`config.mk`:
```
export PLATFORM = sky130hd
export DESIGN_NAME = spi_phase_master
export DESIGN_NICKNAME = d
export VERILOG_FILES = /design/src/rtl/spi_seq_pkg.sv /design/src/rtl/sclk_div.sv /design/src/rtl/mosi_sel.sv /design/src/rtl/rx_shift.sv /design/src/rtl/spi_phase_master.sv
export SDC_FILE = /design/constraint.sdc
export NUM_CORES = 1
export LEC_CHECK = 0
export ABC_AREA = 1
export CAP_MARGIN = 20
export CELL_PAD_IN_SITES_DETAIL_PLACEMENT = 1
export CELL_PAD_IN_SITES_GLOBAL_PLACEMENT = 1
export CORE_MARGIN = 3
export CORE_UTILIZATION = 33
export CTS_BUF_LIST = sky130_fd_sc_hd__clkbuf_16
export DETAILED_ROUTE_END_ITERATION = 8
export HOLD_SLACK_MARGIN = 0.15
export PLACE_DENSITY_LB_ADDON = 0.1
export SETUP_SLACK_MARGIN = 0.02
export SYNTH_ARGS = -nofsm -noshare
export SYNTH_HDL_FRONTEND = slang
export SYNTH_SLANG_ARGS = --single-unit
```
`constraint.sdc`:
```
create_clock -name clk -period 11.4 [get_ports clk]
set_input_delay 3.42 -clock clk [delete_from_list [all_inputs] [get_ports clk]]
set_output_delay 3.42 -clock clk [all_outputs]
set_load 0.005 [all_outputs]
```
`src/rtl/spi_seq_pkg.sv`:
```
package spi_seq_pkg;
    // Encoding order is the segment order; the sequencer searches upward.
    typedef enum logic [2:0] {
        ST_IDLE  = 3'd0,
        ST_SETUP = 3'd1,
        ST_CMD   = 3'd2,
        ST_ADDR  = 3'd3,
        ST_DUMMY = 3'd4,
        ST_WRITE = 3'd5,
        ST_READ  = 3'd6,
        ST_HOLD  = 3'd7
    } seq_state_e;
endpackage

```
`src/rtl/sclk_div.sv`:
```
module sclk_div #(
    parameter int DIV_W = 6
) (
    input  logic             clk,
    input  logic             rst_n,
    input  logic             run,
    input  logic             shifting,
    input  logic             bypass,
    input  logic [DIV_W-1:0] per_m1,
    input  logic [DIV_W-1:0] hi_m1,
    output logic             step,
    output logic             sclk
);
    logic [DIV_W-1:0] cnt;
    logic [DIV_W-1:0] low_len;

    assign low_len = per_m1 - hi_m1;

    always_ff @(posedge clk or negedge rst_n) begin
        if (!rst_n)                     cnt <= '0;
        else if (!run || bypass)        cnt <= '0;
        else if (cnt == per_m1)         cnt <= '0;
        else                            cnt <= cnt + 1'b1;
    end

    assign step = run && (bypass || (cnt == per_m1));
    assign sclk = shifting && (bypass ? ~clk : (cnt >= low_len));


    cnt_range_chk: assert property (@(posedge clk) disable iff (!rst_n)
        (run && !bypass) |-> (cnt <= per_m1));

    cnt_idle_chk: assert property (@(posedge clk) disable iff (!rst_n)
        !run |=> (cnt == '0));
endmodule

```
`src/rtl/mosi_sel.sv`:
```
module mosi_sel
    import spi_seq_pkg::*;
#(
    parameter int CMD_W  = 16,
    parameter int ADDR_W = 32,
    parameter int DATA_W = 32,
    parameter int LEN_W  = 24
) (
    input  seq_state_e              state,
    input  logic [LEN_W-1:0]        bitn,
    input  logic [$clog2(CMD_W)-1:0] cmd_len,
    input  logic [CMD_W-1:0]        cmd_val,
    input  logic [ADDR_W-1:0]       addr_val,
    input  logic [DATA_W-1:0]       wdata,
    output logic                    mosi
);
    localparam int CIW = $clog2(CMD_W);
    localparam int AIW = $clog2(ADDR_W);
    localparam int DIW = $clog2(DATA_W);

    logic [CIW-1:0] cidx;
    logic [AIW-1:0] aidx;
    logic [DIW-1:0] didx;

    always_comb begin
        cidx = cmd_len - bitn[CIW-1:0];
        aidx = AIW'(ADDR_W - 1) - bitn[AIW-1:0];
        didx = DIW'(DATA_W - 1) - bitn[DIW-1:0];
        mosi = 1'b0;
        case (state)
            ST_CMD:   mosi = cmd_val[cidx];
            ST_ADDR:  if (bitn < LEN_W'(ADDR_W)) mosi = addr_val[aidx];
            ST_WRITE: if (bitn < LEN_W'(DATA_W)) mosi = wdata[didx];
            default:  mosi = 1'b0;
        endcase
    end
endmodule

```
`src/rtl/rx_shift.sv`:
```
module rx_shift #(
    parameter int DATA_W = 32
) (
    input  logic              clk,
    input  logic              rst_n,
    input  logic              clear,
    input  logic              capture,
    input  logic              miso,
    output logic [DATA_W-1:0] rx_data
);
    always_ff @(posedge clk or negedge rst_n) begin
        if (!rst_n)       rx_data <= '0;
        else if (clear)   rx_data <= '0;
        else if (capture) rx_data <= {rx_data[DATA_W-2:0], miso};
    end


    rx_hold_chk: assert property (@(posedge clk) disable iff (!rst_n)
        (!clear && !capture) |=> $stable(rx_data));

    rx_lsb_chk: assert property (@(posedge clk) disable iff (!rst_n)
        (capture && !clear) |=> (rx_data[0] == $past(miso)));
endmodule

```
`src/rtl/spi_phase_master.sv`:
```
module spi_phase_master
    import spi_seq_pkg::*;
#(
    parameter int DATA_W = 32,
    parameter int CMD_W  = 16,
    parameter int ADDR_W = 32,
    parameter int LEN_W  = 24,
    parameter int ALEN_W = 6,
    parameter int DUM_W  = 8,
    parameter int DIV_W  = 6,
    parameter int CSC_W  = 4
) (
    input  logic                     clk,
    input  logic                     rst_n,
    input  logic                     start,
    input  logic                     cmd_en,
    input  logic [$clog2(CMD_W)-1:0] cmd_len,
    input  logic [CMD_W-1:0]         cmd_val,
    input  logic                     addr_en,
    input  logic [ALEN_W-1:0]        addr_len,
    input  logic [ADDR_W-1:0]        addr_val,
    input  logic                     dummy_en,
    input  logic [DUM_W-1:0]         dummy_len,
    input  logic                     wr_en,
    input  logic [LEN_W-1:0]         wr_len,
    input  logic [DATA_W-1:0]        wdata,
    input  logic                     rd_en,
    input  logic [LEN_W-1:0]         rd_len,
    input  logic                     duplex,
    input  logic                     clk_bypass,
    input  logic [DIV_W-1:0]         div_period,
    input  logic [DIV_W-1:0]         div_high,
    input  logic [CSC_W-1:0]         cs_setup,
    input  logic [CSC_W-1:0]         cs_hold,
    output logic                     busy,
    output logic                     done,
    output logic                     cs_n,
    output logic                     sclk,
    output logic                     mosi,
    input  logic                     miso,
    output logic [DATA_W-1:0]        rx_data
);
    localparam int NST = 8;

    seq_state_e       state, state_nx, follow;
    logic [LEN_W-1:0] bitn;
    logic [LEN_W-1:0] cur_last;
    logic [NST-1:0]   st_en;
    logic             step, phase_end, shifting, capture, launch;

    // ---------------- serial clock ----------------
    sclk_div #(.DIV_W(DIV_W)) u_div (
        .clk      (clk),
        .rst_n    (rst_n),
        .run      (state != ST_IDLE),
        .shifting (shifting),
        .bypass   (clk_bypass),
        .per_m1   (div_period),
        .hi_m1    (div_high),
        .step     (step),
        .sclk     (sclk)
    );

    // ---------------- segment search ----------------
    always_comb begin
        st_en           = '0;
        st_en[ST_SETUP] = 1'b1;
        st_en[ST_CMD]   = cmd_en;
        st_en[ST_ADDR]  = addr_en;
        st_en[ST_DUMMY] = dummy_en;
        st_en[ST_WRITE] = wr_en;
        st_en[ST_READ]  = rd_en;
        st_en[ST_HOLD]  = 1'b1;
        follow = ST_IDLE;
        for (int k = NST - 1; k >= 1; k--) begin
            if (k > int'(state) && st_en[k]) follow = seq_state_e'(k[2:0]);
        end
    end

    always_comb begin
        unique case (state)
            ST_IDLE:  cur_last = '0;
            ST_SETUP: cur_last = LEN_W'(cs_setup);
            ST_CMD:   cur_last = LEN_W'(cmd_len);
            ST_ADDR:  cur_last = LEN_W'(addr_len);
            ST_DUMMY: cur_last = LEN_W'(dummy_len);
            ST_WRITE: cur_last = wr_len;
            ST_READ:  cur_last = rd_len;
            ST_HOLD:  cur_last = LEN_W'(cs_hold);
        endcase
    end

    assign phase_end = step && (bitn == cur_last);
    assign launch    = (state == ST_IDLE) && start;

    // ---------------- next state ----------------
    always_comb begin
        state_nx = state;
        unique case (state)
            ST_IDLE:  if (start) state_nx = ST_SETUP;
            ST_SETUP, ST_CMD, ST_ADDR, ST_DUMMY,
            ST_WRITE, ST_READ, ST_HOLD:
                      if (phase_end) state_nx = follow;
        endcase
    end

    // ---------------- state register ----------------
    always_ff @(posedge clk or negedge rst_n) begin
        if (!rst_n) state <= ST_IDLE;
        else        state <= state_nx;
    end

    always_ff @(posedge clk or negedge rst_n) begin
        if (!rst_n)                               bitn <= '0;
        else if (state == ST_IDLE || phase_end)   bitn <= '0;
        else if (step)                            bitn <= bitn + 1'b1;
    end

    // ---------------- outputs ----------------
    always_ff @(posedge clk or negedge rst_n) begin
        if (!rst_n) done <= 1'b0;
        else        done <= (state == ST_HOLD) && phase_end;
    end

    always_comb begin
        busy     = (state != ST_IDLE);
        cs_n     = (state == ST_IDLE);
        shifting = (state == ST_CMD)   || (state == ST_ADDR) || (state == ST_DUMMY) ||
                   (state == ST_WRITE) || (state == ST_READ);
        capture  = step && ((state == ST_READ) || ((state == ST_WRITE) && duplex));
    end

    mosi_sel #(.CMD_W(CMD_W), .ADDR_W(ADDR_W), .DATA_W(DATA_W), .LEN_W(LEN_W)) u_mosi (
        .state    (state),
        .bitn     (bitn),
        .cmd_len  (cmd_len),
        .cmd_val  (cmd_val),
        .addr_val (addr_val),
        .wdata    (wdata),
        .mosi     (mosi)
    );

    rx_shift #(.DATA_W(DATA_W)) u_rx (
        .clk     (clk),
        .rst_n   (rst_n),
        .clear   (launch),
        .capture (capture),
        .miso    (miso),
        .rx_data (rx_data)
    );


    done_pulse_chk: assert property (@(posedge clk) disable iff (!rst_n)
        done |=> !done);

    done_release_chk: assert property (@(posedge clk) disable iff (!rst_n)
        done |-> (cs_n && $past(!cs_n)));

    sclk_idle_chk: assert property (@(posedge clk) disable iff (!rst_n)
        cs_n |-> !sclk);

    launch_chk: assert property (@(posedge clk) disable iff (!rst_n)
        (!busy && start) |=> busy);

    rise_cause_chk: assert property (@(posedge clk) disable iff (!rst_n)
        $rose(busy) |-> $past(start));
endmodule

```
==> run_results.csv, run 1 <==
group,metric,value,unit
critical_path,crit_slowest_cell,"clkdlybuf4s50_1",
placed_design,pre_cts_slack,1550,ps
sta,worst_slew_pin_slew,1030,ps
route,wl,25000,um
placed_design,dpl_cell_area,7970,um2
yosys,synth_largest_area_cell,"dfrtp_1",
critical_path,crit_path_max_incr_delay,540,ps
route,vias_per_cell,5.20,
layout,layout.nets,1303,
route,route.met2.wl,11400,um
layout,area_growth,46.8,%
sta,max-slew-margin-rel,31.4,%
sta,hold_viol_final,0,
pwr,comb_power_share,48.7,%
floorplan,rows,47,
global_routing,antenna_found_initial,0,
sta,maxSlewViolCount,0,
yosys,synth_nets,1101,
placed_design,hpwl,19000,um
sta,tns,0,ps
critical_path,crit_type,"clk -> out",
route,via_count,6926,
placed_design,gp_congestion,0.930,
critical_path,critPathCaptureType,"primary output",
critical_path,regToRegSetupSlack,8200,ps
floorplan,initial_core_util,34.1,%
yosys,ys_ff_latch,66,
pwr,ir_drop,0.0793,mV
yosys,synth.distinct_cells,44,
pwr,seqPwrFrac,22.8,%
sta,fin_ws,1200,ps
global_routing,grt_pass1_wl,38600,um
pwr,switchingPower,0.000557,W
route,firstDrtPassIters,4,
route,wl_met1,11200,um
job,max_cap_viol_count,0,
route,ant_nets,0,
global_routing,grt_pass1_vias,7126,
global_routing,grtUsageTotal,26.6,%
critical_path,crit_buf_inv,4,
clock_tree,clkSlewWorstSetupHoldPaths,60,ps
route,dr.first_iter.drc_count,337,
yosys,syn-cell-area,5690,um2
clock_tree,tritoncts,"done",
critical_path,path_cells,"clkbuf_16 -> clkbuf_16 -> a21oi_1 -> nand3_1 -> inv_1 -> clkdlybuf4s50_1",
critical_path,arrival,6780,ps
critical_path,cpLargestDelayFamily,"buffers and inverters",
sta,finalSetupViolations,0,
pwr,switching_share,44.5,%
yosys,netlist_top_cells_count,"nand2_1 (255), nor2_1 (114), inv_1 (113)",
critical_path,crit_fanout,2,
route,dr.max_layer_used,"met4",
yosys,async_reset_ff_share,100,%
placed_design,dp.cells,1314,
global_routing,grt_max_degree,67,
layout,instances_no_fill,1333,
yosys,synth_top_area_share,29.0,%
critical_path,crit_required,7980,ps
yosys,synth_edf_count,0,
yosys,synth_top_flop_cell,"dfrtp_1",
sta,finClkSkew,11.0,ps
floorplan,die-area,18900,um2
route,wl_met3,1930,um
pwr,leakage,3.82,nW
critical_path,cpMostUsedCell,"clkbuf_16",
pwr,clock_power_share,28.5,%
placed_design,numPortBuffers,213,
floorplan,die_w,137,um
floorplan,ios,214,
layout,final_area,8350,um2
layout,diodes,0,
outcome,status,"finished, final reports clean",
layout,drive_gt1_share,3.86,%
worst_hold_path,hp-class,"reg -> reg",
clock_tree,cts_setup_buffers,0,
sta,rsz0062_at_grt,"no",
yosys,synthCells,906,
yosys,yosysSeqAreaShare,29.0,%
route,drc,0,
floorplan,fp.dieH,137,um
route,detail_route.wl_per_cell,18.8,um
yosys,yosysMostFrequentCell,"nand2_1",
global_routing,overflow,0,
yosys,synth.area.top_cells,"dfrtp_1 (29%), nand2_1 (17%), nor2_1 (7.5%), inv_1 (7.5%), nand3_1 (6.2%)",
pwr,power.internal,0.000695,W
floorplan,core_area,16700,um2
clock_tree,ctsHoldBuffers,0,
clock_tree,cts_resized,0,
clock_tree,clk_latency,460,ps
critical_path,cp-start-kind,"clock port",
pwr,power_density,150,nW/um2
yosys,yosys_warnings,0,
yosys,syn-mean-instance-area,6.28,um2
## worst paths after layout
path,startpoint,to,cells after the start
worst max-delay path,clk,sclk,6
worst min-delay path,u_rx.rx_data[31]$_DFFE_PN0P_,u_rx.rx_data[31]$_DFFE_PN0P_,2
worst max register to register,state[2]$_DFFE_PN0P_,bitn[11]$_DFFE_PN0P_,13
worst min register to register,u_rx.rx_data[31]$_DFFE_PN0P_,u_rx.rx_data[31]$_DFFE_PN0P_,2
max in group asynchronous,rst_n,u_rx.rx_data[7]$_DFFE_PN0P_,2
min in group asynchronous,rst_n,bitn[1]$_DFFE_PN0P_,2
## stage by stage
stage / util [%] / power (W) / hold slack, ps
after floorplan: - / 0.000673 / 473
after global placement: 47.7 / 0.000892 / 500
after detailed placement: 47.7 / 0.000904 / 541
after CTS: 50.0 / 0.00126 / 558
after global routing: 50.0 / 0.00135 / 593
final: 50.0 / 0.00125 / 551
## power by group through the flow
stage / clock (W) / combinational, W / sequential, W
2_1_floorplan: 0.00000256 / 0.000408 / 0.000263
3_3_place_gp: 0.00000496 / 0.000598 / 0.000289
3_5_place_dp: 0.00000495 / 0.000610 / 0.000290
4_1_cts: 0.000363 / 0.000613 / 0.000285
5_1_grt: 0.000375 / 0.000686 / 0.000289
6_report: 0.000357 / 0.000610 / 0.000286
## cells in the final DEF, fill, tap and decap left out, drive strengths merged, types with 3 or more instances in the layout
cell           count
nand4             17
nor3              12
nor2             120
buf                7
inv              122
o211ai             6
xor2              18
ha                16
clkdlybuf4s50    212
and3               4
o22a               3
clkbuf            12
nor4              11
xnor2              6
o21ai             47
nand2            258
a22oi              3
clkinv             6
dfrtp             66
o22ai             39
a21oi             36
nand3             71
## kinds of logic (layout without fill, tap and decap cells)
logic type,after synthesis,after routing,share of synthesized area [%]
adder cells (fa/ha/maj),18,18,4.22
AND/OR/NAND/NOR,497,497,36.8
buffers and inverters,153,360,11.0
XOR/XNOR,24,24,3.69
AO/OA/AOI/OAI,148,148,15.3
flip-flops,66,66,29.0
## state kept, by name (all words and copies together) (netlist names)
name	flops
done	1
u_rx.rx_data	32
bitn	24
state	3
u_div.cnt	6
## worst reg2reg max path, cell delays in order, from the launching register on
cell and delay, ps:
dfrtp_1 660, nand2_2 170, nor2_4 570, inv_1 230, o21ai_1 280, nand2_1 90
nand2_1 90, nand2_1 50, nor2_1 100, nand2_1 70, nor2_2 90, nand2_2 180
inv_2 370, nor2_1 100
## final cells by class
| type | instances | area (um2) |
|---|---|---|
| Clock buffer | 13 | 310 |
| Clock inverter | 8 | 86.3 |
| Fill cell | 2241 | 8350 |
| Inverter | 121 | 455 |
| Multi-Input combinational cell | 687 | 3410 |
| Sequential cell | 66 | 1650 |
| Tap cell | 220 | 275 |
| Timing Repair Buffer | 218 | 2160 |
## metal layers
| metal | track usage (%) | up-vias |
|---|---|---|
| met2 | 43.4 | 236 |
| li1 | - | 3373 |
| met5 | 0 | - |
| met3 | 6.87 | 34 |
| met4 | 8.59 | 0 |
| met1 | 34.3 | 3283 |
(Power assumes the default switching activity.)
==> inputs of run 2 (changes only) <==
CORE_UTILIZATION = 31   (was 33)
SYNTH_HIERARCHICAL = 1   (was not set)
clock period = 10.2 ns   (was 11.4 ns; I/O delays follow)
==> run_results.csv, run 2 <==
group,metric,value,unit
floorplan,die-area,21700,um2
critical_path,arrival,6160,ps
global_routing,overflow,0,
layout,largest_reg_flops,32,
pwr,power,0.00157,W
global_routing,grtUsageTotal,22.6,%
layout,layout.nets,1384,
global_routing,antenna_found_initial,0,
worst_hold_path,hp-class,"reg -> reg",
sta,finalSetupViolations,0,
placed_design,numPortBuffers,213,
floorplan,rows,51,
critical_path,r2r-start,"state[1]$_DFFE_PN0P_",
floorplan,ios,214,
yosys,async_reset_ff_share,100,%
sta,max-slew-margin-rel,40.2,%
yosys,synthCells,995,
clock_tree,cts_setup_buffers,0,
yosys,yosysMostFrequentCell,"nand2_1",
yosys,syn-cell-area,6200,um2
critical_path,crit_path_max_incr_delay,550,ps
layout,reg_top3,"u_rx/rx_data: 32 flops, bitn: 24 flops, u_div/cnt: 6 flops",
layout,drive_gt1_share,5.05,%
route,wl,24600,um
placed_design,dp.cells,1435,
critical_path,crit_end,"sclk",
yosys,muxShareOfSynthArea,0,%
floorplan,die_w,147,um
sta,hold_viol_final,0,
route,drc,0,
critical_path,r2r_end,"bitn[13]$_DFFE_PN0P_",
yosys,synth_top_flop_cell,"dfrtp_1",
critical_path,ff2ff_path_depth,15,
route,detail_route.wl_per_cell,16.9,um
yosys,synth_compound_gate_area_share,3.97,%
clock_tree,cts_resized,0,
floorplan,fp.dieH,147,um
global_routing,grt_max_degree,67,
yosys,synth-xor-area-share,3.81,%
critical_path,crit_buf_inv,3,
yosys,yosysSeqAreaShare,26.6,%
critical_path,crit_type,"clk -> out",
yosys,syn-mean-instance-area,6.24,um2
layout,mostFrequentLayoutCell,"nand2_1",
layout,largest-register,"u_rx/rx_data",
placed_design,gp_congestion,0.900,
placed_design,hpwl,18700,um
layout,diodes,0,
yosys,synth_largest_area_cell,"dfrtp_1",
layout,final_cell_mix,"nand2_1 (369), clkdlybuf4s50_1 (212), nand3_1 (156)",
global_routing,grt_pass1_vias,7490,
floorplan,core_area,19600,um2
yosys,synthAdderAreaFrac,4.88,%
global_routing,grt_pass1_wl,39500,um
layout,utilization,44.8,%
outcome,status,"finished, final reports clean",
pwr,leakage,4.19,nW
critical_path,path_cells,"clkbuf_16 -> clkbuf_16 -> nand2_1 -> nand2_1 -> a21oi_1 -> clkdlybuf4s50_1",
yosys,synth.area.top_cells,"dfrtp_1 (27%), nand2_1 (22%), nand3_1 (13%), inv_1 (5.4%), nor2_1 (5.4%)",
route,vias_per_cell,4.89,
clock_tree,clk_latency,460,ps
critical_path,crit_required,7140,ps
clock_tree,tritoncts,"done",
yosys,synth-simple-area-share,49.3,%
yosys,synth_top_family_by_area,"simple AND/OR/NAND/NOR gates",
route,dr.first_iter.drc_count,242,
floorplan,initial_core_util,31.7,%
sta,worst_slew_pin_slew,897,ps
route,via_count,7105,
job,max_cap_viol_count,0,
sta,maxSlewViolCount,0,
layout,area_growth,41.4,%
critical_path,cp-start-kind,"clock port",
yosys,synth.distinct_cells,42,
sta,rsz0062_at_grt,"no",
yosys,yosys_warnings,6,
sta,tns,0,ps
yosys,synth_edf_count,0,
sta,finClkSkew,7.11,ps
pwr,power_density,179,nW/um2
clock_tree,ctsHoldBuffers,0,
critical_path,crit_cells,6,
critical_path,cpLargestDelayFamily,"buffers and inverters",
critical_path,crit_fanout,2,
layout,fillers,2561,
clock_tree,clkSlewWorstSetupHoldPaths,60,ps
yosys,ys_ff_latch,66,
layout,regArea,1650,um2
layout,instances_no_fill,1454,
critical_path,startpoint,"clk",
pwr,ir_drop,0.0818,mV
sta,whs,470,ps
critical_path,critPathCaptureType,"primary output",
yosys,synth_nets,1195,
critical_path,crit_slowest_cell,"clkdlybuf4s50_1",
yosys,synth_top_area_share,26.6,%
layout,multi_input_area,3850,um2
critical_path,regToRegSetupSlack,6900,ps
route,ant_nets,0,
yosys,netlist_top_cells_count,"nand2_1 (369), nand3_1 (156), inv_1 (90)",
route,firstDrtPassIters,6,
[run 2: metal layers]
metal  GRT usage, %  vias up  part of all wire [%]
met5              0        -                     0
met4           6.10        0                   1.4
met3           3.74       22                   4.5
met2           40.3      150                    50
met1           28.3     3359                    44
li1               -     3574                     -
[run 2: worst min-delay path by stage]
stage	from	end	slack (ps)	cells after the start
5_1_grt	u_rx/rx_data[31]$_DFFE_PN0P_	u_rx/rx_data[31]$_DFFE_PN0P_	490	2
6_report	u_rx/rx_data[31]$_DFFE_PN0P_	u_rx/rx_data[31]$_DFFE_PN0P_	470	2
2_1_floorplan	u_rx/rx_data[31]$_DFFE_PN0P_	u_rx/rx_data[31]$_DFFE_PN0P_	470	2
4_1_cts	u_rx/rx_data[31]$_DFFE_PN0P_	u_rx/rx_data[31]$_DFFE_PN0P_	470	2
3_3_place_gp	u_rx/rx_data[31]$_DFFE_PN0P_	u_rx/rx_data[31]$_DFFE_PN0P_	460	2
3_5_place_dp	u_rx/rx_data[31]$_DFFE_PN0P_	u_rx/rx_data[31]$_DFFE_PN0P_	460	2
[run 2: cell families after synthesis]
kind of cell / after synthesis
buffers and inverters: 142
DFF: 66
xor gates and xnor gates: 27
adders and majority gates: 23
and+or+nand+nor: 696
AOI/OAI and AO/OA: 41
[run 2: tightest hold or removal path, delay by kind of cell, from the launching register on]
family / cells / cell delay (ps)
and+or+nand+nor: 2 / 90
DFF: 1 / 340
[run 2: final cells by class]
cell class / count / area share [%]
Sequential cell: 66 / 18.8
Tap cell: 265 / 3.78
Multi-Input combinational cell: 787 / 43.9
Clock buffer: 13 / 3.54
Inverter: 98 / 4.31
Timing Repair Buffer: 218 / 24.7
Clock inverter: 7 / 1.04
[run 2: report_power, final]
group | internal (W) | switching, W
Clock | 0.000267 | 0.000139
Combinational | 0.000288 | 0.000550
Sequential | 0.000276 | 0.0000496
[run 2: stage by stage]
stage               instance area, um2  worst slack, ps
global placement                  8380             1360
finish                            8770              980
global route                      8770              900
floorplan                         6200             1830
detailed placement                8380             1360
CTS                               8770              936
==> inputs of run 3 (changes only) <==
ABC_AREA = 0   (was 1)
CORE_UTILIZATION = 34   (was 31)
==> run_results.csv, run 3 <==
group,metric,value,unit
outcome,status,"finished, final reports clean",
sta,whs,521,ps
critical_path,r2r_end,"bitn[16]$_DFFE_PN0P_",
yosys,synth.area.top_cells,"dfrtp_1 (28%), mux2i_1 (9.8%), mux4_2 (6.2%), nor2_1 (5.4%), ha_1 (4.5%)",
worst_hold_path,hold_path_depth,2,
sta,fin_ws,923,ps
global_routing,busiest_layer,"met2",
layout,largest_reg_flops,32,
critical_path,crit_type,"clk -> out",
pwr,ir_drop,0.116,mV
layout,mostFrequentLayoutCell,"clkdlybuf4s50_1",
global_routing,use_met1,27.8,%
sta,maxSlewViolCount,0,
clock_tree,ctsHoldBuffers,0,
layout,drive_gt1_share,6.51,%
yosys,syn-cell-area,5820,um2
global_routing,use_met3,5.37,%
layout,utilization,50.9,%
critical_path,crit_fanout,2,
clock_tree,cts_resized,0,
critical_path,path_cells,"clkbuf_16 -> clkbuf_16 -> nand2_1 -> nand2_1 -> a21oi_1 -> clkdlybuf4s50_1",
layout,reg_top3,"u_rx/rx_data: 32 flops, bitn: 24 flops, u_div/cnt: 6 flops",
route,ant_nets,0,
placed_design,pre_cts_slack,1190,ps
yosys,synth_top_area_share,28.4,%
route,via_count,5765,
critical_path,crit_slowest_cell,"clkdlybuf4s50_1",
clock_tree,clk_latency,450,ps
floorplan,rows,47,
clock_tree,cts_setup_buffers,0,
yosys,synth_edf_count,0,
placed_design,hpwl,16100,um
sta,rsz0062_at_grt,"no",
yosys,netlist_top_cells_count,"nor2_1 (83), dfrtp_1 (66), mux2i_1 (57)",
global_routing,antenna_found_initial,1,
global_routing,grt_pass1_vias,6260,
route,firstDrtPassIters,5,
sta,hold_viol_final,0,
sta,max-slew-margin-rel,41.1,%
critical_path,ff2ff_path_depth,10,
worst_hold_path,holdPathEnd,"u_rx/rx_data[31]$_DFFE_PN0P_",
yosys,synthCells,626,
critical_path,critPathCaptureType,"primary output",
pwr,power_density,165,nW/um2
layout,largest-register,"u_rx/rx_data",
layout,final_cell_mix,"clkdlybuf4s50_1 (212), nor2_1 (83), dfrtp_1 (65)",
route,vias_per_cell,5.49,
pwr,leakage,3.31,nW
critical_path,crit_required,7140,ps
yosys,synth.distinct_cells,73,
route,dr.first_iter.drc_count,215,
critical_path,r2r-start,"state[2]$_DFFE_PN0P_",
placed_design,numPortBuffers,213,
global_routing,use_met2,39.2,%
layout,layout.nets,1024,
yosys,yosysMostFrequentCell,"nor2_1",
yosys,ys_ff_latch,66,
yosys,synth_top_flop_cell,"dfrtp_1",
sta,worst_slew_pin_slew,884,ps
critical_path,regToRegSetupSlack,6080,ps
clock_tree,tritoncts,"done",
yosys,synth_largest_area_cell,"dfrtp_1",
floorplan,core_area,16600,um2
global_routing,grt_max_degree,67,
critical_path,crit_path_max_incr_delay,570,ps
job,max_cap_viol_count,0,
yosys,yosysSeqAreaShare,28.4,%
critical_path,cp-start-kind,"clock port",
route,detail_route.wl_per_cell,19.8,um
floorplan,initial_core_util,35.0,%
worst_hold_path,hp-class,"reg -> reg",
placed_design,gp_congestion,0.851,
floorplan,ios,214,
floorplan,die-area,18700,um2
yosys,syn-mean-instance-area,9.30,um2
layout,area_growth,45.4,%
floorplan,fp.dieH,137,um
sta,finClkSkew,9.25,ps
sta,finalSetupViolations,0,
global_routing,grtUsageTotal,22.8,%
global_routing,grt_pass1_wl,33300,um
critical_path,crit_buf_inv,3,
sta,tns,0,ps
floorplan,die_w,137,um
worst_hold_path,hp-start,"u_rx/rx_data[31]$_DFFE_PN0P_",
critical_path,cpLargestDelayFamily,"buffers and inverters",
yosys,async_reset_ff_share,100,%
layout,fillers,1900,
route,drc,0,
clock_tree,clkSlewWorstSetupHoldPaths,60,ps
yosys,yosys_warnings,6,
route,wl,20800,um
global_routing,overflow,0,
critical_path,arrival,6220,ps
yosys,synth_nets,826,
-- run 3: changes by cell type after synthesis, sizes merged, moves of 17 or more --
cell	before	now
nand2	374	42
nand3	159	31
inv	97	24
mux2i	0	57
nand4	33	13
nor2	100	83
-- run 3: cells by family (layout without fill, tap and decap cells) --
kind of cell,count (synthesis),after routing,share of synthesized area [%]
AND/OR/NAND/NOR,254,254,22.9
AO/OA/AOI/OAI,109,109,15.0
multiplexers,74,74,16.2
flip-flops,66,66,28.4
buffers and inverters,59,262,6.11
XOR/XNOR,41,41,6.30
adder cells (fa/ha/maj),23,23,5.20
other,0,1,0
-- run 3: how the worst max path moves through the flow --
stage | from | end | slack [ps] | cells past startpoint
floorplan | clk | sclk | 1820 | 3
global placement | div_period[0] | sclk | 1310 | 13
detailed placement | div_period[0] | sclk | 1190 | 13
CTS | clk | sclk | 850 | 6
global route | clk | sclk | 880 | 6
finish | clk | sclk | 920 | 6
-- run 3: report_power, final --
part	total [W]	internal, W	switching, W	leakage [nW]
logic	0.000654	0.000299	0.000355	2.18
clock network	0.000421	0.000291	0.000131	0.212
registers	0.000326	0.000273	0.0000530	0.916
total	0.00140	0.000862	0.000539	3.31
-- run 3: metal layers --
| layer | up-vias | share of wire (%) |
|---|---|---|
| li1 | 2718 | - |
| met1 | 2816 | 41 |
| met2 | 197 | 50 |
| met3 | 34 | 6.2 |
| met4 | 0 | 2.4 |
| met5 | - | 0 |
-- run 3: worst register-to-register path: stages (launching register included) --
cell	delay [ps]
dfrtp_1	320
buf_4	370
ha_1	800
and2_1	740
a32o_1	290
nor4b_1	270
a41oi_1	150
a211oi_1	430
nand4_4	210
nand2_4	300
nor2_1	110
-- run 3: cell type report --
cell class              count  area [um2]  share of cell area (%)
multi-input cells         501        3820                    45.1
repair buffers            218        2190                    25.9
well taps                 220         275                    3.25
inverters                  24        90.1                    1.06
diodes                      1        2.50                  0.0296
clock buffers              13         310                    3.67
clock inverters             7         119                    1.40
flip-flops and latches     66        1650                    19.5
-- run 3: per-stage QoR --
step | cells | power, W | cell area [um2]
floorplan | 626 | 0.000786 | 5820
global placement | 1028 | 0.000962 | 8000
detailed placement | 1028 | 0.000983 | 8000
CTS | 1047 | 0.00141 | 8420
global route | 1050 | 0.00149 | 8470
finish | 1050 | 0.00140 | 8470
